## src/rtl/host_irq_pkg.sv

```systemverilog
// Package: field positions of the host interrupt control word.
// Assumes an 11-bit write-only word. Clear bits sit directly above the enables.
package host_irq_pkg;
    localparam int CTRL_W    = 11;
    localparam int N_SRC     = 4;   // enable bits 3:0
    localparam int N_STICKY  = 3;   // captured sources: output-empty, input-full, DSP
    localparam int N_PC      = 3;   // DSP-to-PC line enables
    localparam int N_LINES   = 3;   // bus interrupt pins A, B, C
    localparam int ROUTE_W   = $clog2(N_LINES + 1);
    localparam int PC_LSB    = 8;

    // enable bit of each source
    localparam int EN_OBE    = 0;
    localparam int EN_IBF    = 1;
    localparam int EN_TBC    = 2;
    localparam int EN_DSP    = 3;

    // clear bit for each sticky index (0 output-empty, 1 input-full, 2 DSP)
    localparam int CLR_POS [N_STICKY] = '{4, 5, 7};
    // enable bit for each sticky index
    localparam int STK_EN  [N_STICKY] = '{EN_OBE, EN_IBF, EN_DSP};
endpackage

```

## src/rtl/host_irq_ctrl_reg.sv

```systemverilog
// Module: control-word register. Holds the source enables and the DSP-to-PC
// enables, and decodes the write-one-to-clear pulses.
// Assumes a single-cycle write strobe. Clear and reserved bits are not stored.
module host_irq_ctrl_reg
    import host_irq_pkg::*;
(
    input  logic                clk,
    input  logic                rst_n,
    input  logic                wr_en,
    input  logic [CTRL_W-1:0]   wr_data,
    output logic [N_SRC-1:0]    src_en,
    output logic [N_PC-1:0]     pc_en,
    output logic [N_STICKY-1:0] clr_pulse
);
    // Store enables on every write; reset zeroes them.
    always_ff @(posedge clk) begin
        if (!rst_n) begin
            src_en <= '0;
            pc_en  <= '0;
        end else if (wr_en) begin
            src_en <= wr_data[N_SRC-1:0];
            pc_en  <= wr_data[PC_LSB +: N_PC];
        end
    end

    // Decode the clear pulse of each sticky source from its own bit.
    for (genvar i = 0; i < N_STICKY; i++) begin : g_clr
        assign clr_pulse[i] = wr_en & wr_data[CLR_POS[i]];
    end
endmodule

```

## src/rtl/host_irq_sticky.sv

```systemverilog
// Module: bank of set-dominant sticky event flags.
// Assumes single-cycle or level events. A set in the same cycle as a clear keeps the flag.
module host_irq_sticky #(
    parameter int N = 3
) (
    input  logic         clk,
    input  logic         rst_n,
    input  logic [N-1:0] set_i,
    input  logic [N-1:0] clr_i,
    output logic [N-1:0] flag_q
);
    for (genvar i = 0; i < N; i++) begin : g_flag
        // Capture one event. The set takes priority over the clear.
        always_ff @(posedge clk) begin
            if (!rst_n)        flag_q[i] <= 1'b0;
            else if (set_i[i]) flag_q[i] <= 1'b1;
            else if (clr_i[i]) flag_q[i] <= 1'b0;
        end
    end
endmodule

```

## src/rtl/host_irq_router.sv

```systemverilog
// Module: steers one request onto one of N bus pins.
// Assumes that a select value of N or above means no pin is driven.
module host_irq_router #(
    parameter int N     = 3,
    parameter int SEL_W = $clog2(N + 1)
) (
    input  logic             req,
    input  logic [SEL_W-1:0] sel,
    output logic [N-1:0]     pin
);
    for (genvar i = 0; i < N; i++) begin : g_pin
        // Drive pin i only when it is the selected one.
        assign pin[i] = req && (sel == SEL_W'(i));
    end
endmodule

```

## src/rtl/host_irq_ctrl.sv

```systemverilog
// Module: host interrupt enable/clear controller (top).
// Captures the output-empty, input-full and DSP events, passes the test-bus
// level through, gates every source with its enable, and routes the OR.
// Assumes that all inputs are synchronous to clk.
module host_irq_ctrl
    import host_irq_pkg::*;
(
    input  logic                clk,
    input  logic                rst_n,
    input  logic                wr_en,
    input  logic [CTRL_W-1:0]   wr_data,
    input  logic                obe_evt,
    input  logic                ibf_evt,
    input  logic                tbc_irq,
    input  logic                dsp_evt,
    input  logic [ROUTE_W-1:0]  route_sel,
    output logic                irq_out,
    output logic [N_LINES-1:0]  irq_line,
    output logic [N_PC-1:0]     dsp_pc_en
);
    logic [N_SRC-1:0]    en_q;
    logic [N_STICKY-1:0] clr_pulse;
    logic [N_STICKY-1:0] set_vec;
    logic [N_STICKY-1:0] pend_q;
    logic [N_STICKY-1:0] gated;

    host_irq_ctrl_reg u_reg (
        .clk       (clk),
        .rst_n     (rst_n),
        .wr_en     (wr_en),
        .wr_data   (wr_data),
        .src_en    (en_q),
        .pc_en     (dsp_pc_en),
        .clr_pulse (clr_pulse)
    );

    // Gather the sticky event inputs in sticky-index order.
    assign set_vec = {dsp_evt, ibf_evt, obe_evt};

    host_irq_sticky #(.N(N_STICKY)) u_sticky (
        .clk    (clk),
        .rst_n  (rst_n),
        .set_i  (set_vec),
        .clr_i  (clr_pulse),
        .flag_q (pend_q)
    );

    for (genvar i = 0; i < N_STICKY; i++) begin : g_gate
        assign gated[i] = pend_q[i] & en_q[STK_EN[i]];
    end

    // Combine the gated sticky flags with the pass-through test-bus level.
    assign irq_out = (|gated) | (tbc_irq & en_q[EN_TBC]);

    host_irq_router #(.N(N_LINES), .SEL_W(ROUTE_W)) u_route (
        .req (irq_out),
        .sel (route_sel),
        .pin (irq_line)
    );
endmodule

```

## config.mk

```make
export PLATFORM = sky130hd
export DESIGN_NAME = host_irq_ctrl
export DESIGN_NICKNAME = d
export VERILOG_FILES = /design/src/rtl/host_irq_pkg.sv /design/src/rtl/host_irq_ctrl_reg.sv /design/src/rtl/host_irq_sticky.sv /design/src/rtl/host_irq_router.sv /design/src/rtl/host_irq_ctrl.sv
export SDC_FILE = /design/constraint.sdc
export NUM_CORES = 1
export LEC_CHECK = 0
export BUFFER_PORTS_ARGS = -buffer_cell sky130_fd_sc_hd__buf_2
export CAP_MARGIN = 25
export CORE_AREA = 2 2 39 41
export CTS_BUF_LIST = sky130_fd_sc_hd__clkbuf_4
export DETAILED_ROUTE_END_ITERATION = 8
export DIE_AREA = 0 0 41 43
export GPL_TIMING_DRIVEN = 0
export SYNTH_ARGS = -nofsm -noshare
export SYNTH_HDL_FRONTEND = slang
export SYNTH_SLANG_ARGS = --single-unit
```

## constraint.sdc

```tcl
create_clock -name clk -period 1.3 [get_ports clk]
set_clock_uncertainty 0.2 [all_clocks]
set_input_delay 0.065 -clock clk [delete_from_list [all_inputs] [get_ports clk]]
set_output_delay 0.065 -clock clk [all_outputs]
set_load 0.1 [all_outputs]
```

==> flow_summary.toml <==
[run_status]
status = "complete, but fails checks"
violations_in_the_final_reports = "setup timing"

[synthesis]
synth_top_area_cell = "sky130_fd_sc_hd__dfxtp_1"
syn-cell-area_um2 = 437.9
synth-warning-count = 0
synth_top_area_share_pct = 45.71
synth_most_common_cell = "sky130_fd_sc_hd__dfxtp_1"
synth.net_count = 60
netlist-cell-type-count = 12
synth.area.top_cells = "sky130_fd_sc_hd__dfxtp_1 (46%), sky130_fd_sc_hd__mux2i_1 (16%), sky130_fd_sc_hd__nor2b_1 (10%)"
synth_edf_count = 0
synthesis.instances = 40
asyncSetResetFlopFracSynth_pct = 0
avgSynthCellArea_um2 = 10.95
post_synth_most_frequent_cells = "sky130_fd_sc_hd__dfxtp_1 (10), sky130_fd_sc_hd__mux2i_1 (7), sky130_fd_sc_hd__nor2b_1 (7), sky130_fd_sc_hd__a21boi_0 (3), sky130_fd_sc_hd__o21a_1 (3)"
ys_seq_elements = 10
dominantRegCellSynth = "sky130_fd_sc_hd__dfxtp_1"
synth_seq_area_share_pct = 45.71

[sta]
hold_viol_final = 0
max_slew.worst_pin.slew_ns = 0.4844
worst_slack_ns = -0.2033
post_route_minimum_period_ns = 1.503
final-max-slew-violation-count = 0
relSlewSlack_pct = 67.93
finalSetupTns_ns = -0.7536
maxClockFrequency_mhz = 665.2
post-route-period-util_pct = 115.6
rsz0062_at_grt = "yes"
setup_viol = 4

[run]
cap_violations = 0

[hold_path]
worstHoldPathType = "in2out"

[layout]
layout.nets = 104
fraction_of_layout_cells_with_a_size_suffix_above_1_pct = 50.60
filler_cell_count = 128
antenna-diode-count = 0
finalInstanceArea_um2 = 833.3
layout-area-overhead-vs-synth_pct = 90.29
instances_no_fill = 99

[placement]
detailedPlace.worstSlack_ns = -0.09806
dp.final_hpwl_um = 635.7
placedCellCount = 79
detailed_place.area_um2 = 595.6
globalplace.congestion = 0.6171
numPortBuffers = 23

[routing]
final_routed_wirelength_across_all_metal_layers_mm = 1.052
detail_route.drc_violations = 0
vias = 435
viasPerCell = 4.394
wl_per_cell_um = 10.63
drt_first_pass_iters = 2
final_antenna_net_count = 0
drt-initial-drc-count = 1

[power_and_ir_drop]
vdd.ir_drop.worst_mv = 0.6134
total_leakage_power_nw = 0.3673
cellPowerDensity_mw_per_mm2 = 958.9

[critical_path]
cp-start-kind = "flip-flop"
endpoint_kind = "primary output"
worstPathRequired_ns = 1.03
path_max_fanout = 4
critPathArrivalTime_ns = 1.24
path_class = "reg2out"

[die]
fp.dieArea_mm2 = 0.001763
dieHeight_um = 43
initial_core_util_pct = 31.65
core_area_mm2 = 0.001384
die_w_um = 41
row_count = 14
pin_count = 27

[global_routing]
grt_max_degree = 11
grt_pass1_wl_mm = 1.607
gr-total-overflow = 0
grt_util_met3_pct = 3.141
track_usage_pct = 14.44
groute.layer.met1.usage_pct = 14.75
gr-max-usage-layer = "met2"
number_of_global_route_vias_before_repair = 383
globalRouteMet2Util_pct = 24.06
antenna_found_initial = 0

[clock_tree]
clock_insertion_delay_worst_skew_ns = 0.26
tritoncts = "yes"
h-tree-depth = 1
clock-root-buffer = "sky130_fd_sc_hd__clkbuf_4"
clk_path_buf_depth = 2
total_cts_buffers = 3
tritoncts_num_sinks = 10
clkSlewWorstSetupHoldPaths_ns = 0.06
-- cell families after synthesis --
kind of cell           synth area share [%]
AOI/OAI and AO/OA                     21.14
buffers and inverters                 3.428
DFF                                   45.71
muxes                                 16.00
and+or+nand+nor                       13.71
-- layout by cell type, fill, tap and decap left out --
master,Yosys,routed
sky130_fd_sc_hd__a211oi_4,0,1
sky130_fd_sc_hd__a21boi_0,3,3
sky130_fd_sc_hd__a21oi_2,0,2
sky130_fd_sc_hd__a22oi_2,2,2
sky130_fd_sc_hd__buf_1,1,1
sky130_fd_sc_hd__buf_12,0,1
sky130_fd_sc_hd__buf_2,0,17
sky130_fd_sc_hd__buf_6,1,3
sky130_fd_sc_hd__buf_8,0,2
sky130_fd_sc_hd__clkbuf_4,0,5
sky130_fd_sc_hd__clkinv_1,0,1
sky130_fd_sc_hd__dfxtp_1,10,1
sky130_fd_sc_hd__dfxtp_2,0,9
sky130_fd_sc_hd__dlygate4sd3_1,0,15
sky130_fd_sc_hd__mux2i_1,7,7
sky130_fd_sc_hd__nand2_1,1,1
sky130_fd_sc_hd__nand2b_1,2,2
sky130_fd_sc_hd__nor2b_1,7,7
sky130_fd_sc_hd__o21a_1,3,3
-- critical path, cell delays in order, from the launching register on --
cell and delay, ns:
sky130_fd_sc_hd__dfxtp_2 0.33, sky130_fd_sc_hd__a22oi_2 0.08, sky130_fd_sc_hd__buf_6 0.13, sky130_fd_sc_hd__a211oi_4 0.23
sky130_fd_sc_hd__buf_12 0.21
-- cell type report --
class	count	area (µm²)	share of cell area, %
timing repair buffer	39	322.8	38.74
multi-input combinational	28	237.7	28.53
sequential	10	211.5	25.38
clock buffer	3	22.52	2.703
tap	16	20.02	2.402
buffer	2	15.01	1.802
clock inverter	1	3.754	0.4505
-- sequential cells by signal, indices dropped and copies added, names as in the netlist --
| name | flops |
|---|---|
| u_reg.pc_en | 3 |
| u_reg.src_en | 4 |
| u_sticky.flag_q | 3 |
-- report_power, final --
part / switching, W / internal, W / total, W / leakage [nW]
Combinational: 0.000143 / 0.000106 / 0.000248 / 0.266
Clock: 0.000100 / 0.000111 / 0.000211 / 0.0154
Sequential: 0.0000107 / 0.000329 / 0.000340 / 0.0856
-- layer usage --
metal	wire length (µm)	vias up
li1	-	224
met5	0	-
met1	422	191
met3	50	2
met2	568	18
met4	10	0
-- per-stage QoR --
step           hold WS [ns]  util [%]   power, W
5_1_grt              0.2610     60.22  0.0008545
2_1_floorplan      -0.01115         -  0.0004925
3_5_place_dp        0.08037     43.04  0.0005394
6_report             0.2531     60.22  0.0007991
4_1_cts              0.2504     58.77  0.0008082
3_3_place_gp        0.07272     43.04  0.0005379
-- what timing repair did --
item,CTS,global route
cloned,0,0
resized for setup,12,6
endpoints found under the hold margin,10,0
pin swaps,5,3
endpoints found under the setup margin,4,6
hold buffers,15,0
buffers inserted,0,1
-- worst paths after layout --
| kind | startpoint | cells past startpoint | slack (ns) | to |
|---|---|---|---|---|
| hold / removal | route_sel[0] | 3 | 0.25 | irq_line[0] |
| setup / recovery | u_reg.src_en[1] | 4 | -0.20 | irq_line[0] |
| setup reg to reg | u_sticky.flag_q[1] | 2 | 0.39 | u_sticky.flag_q[1] |
| hold reg to reg | u_reg.pc_en[0] | 2 | 0.31 | u_reg.pc_en[0] |
Power figures use the tool's default switching activity.
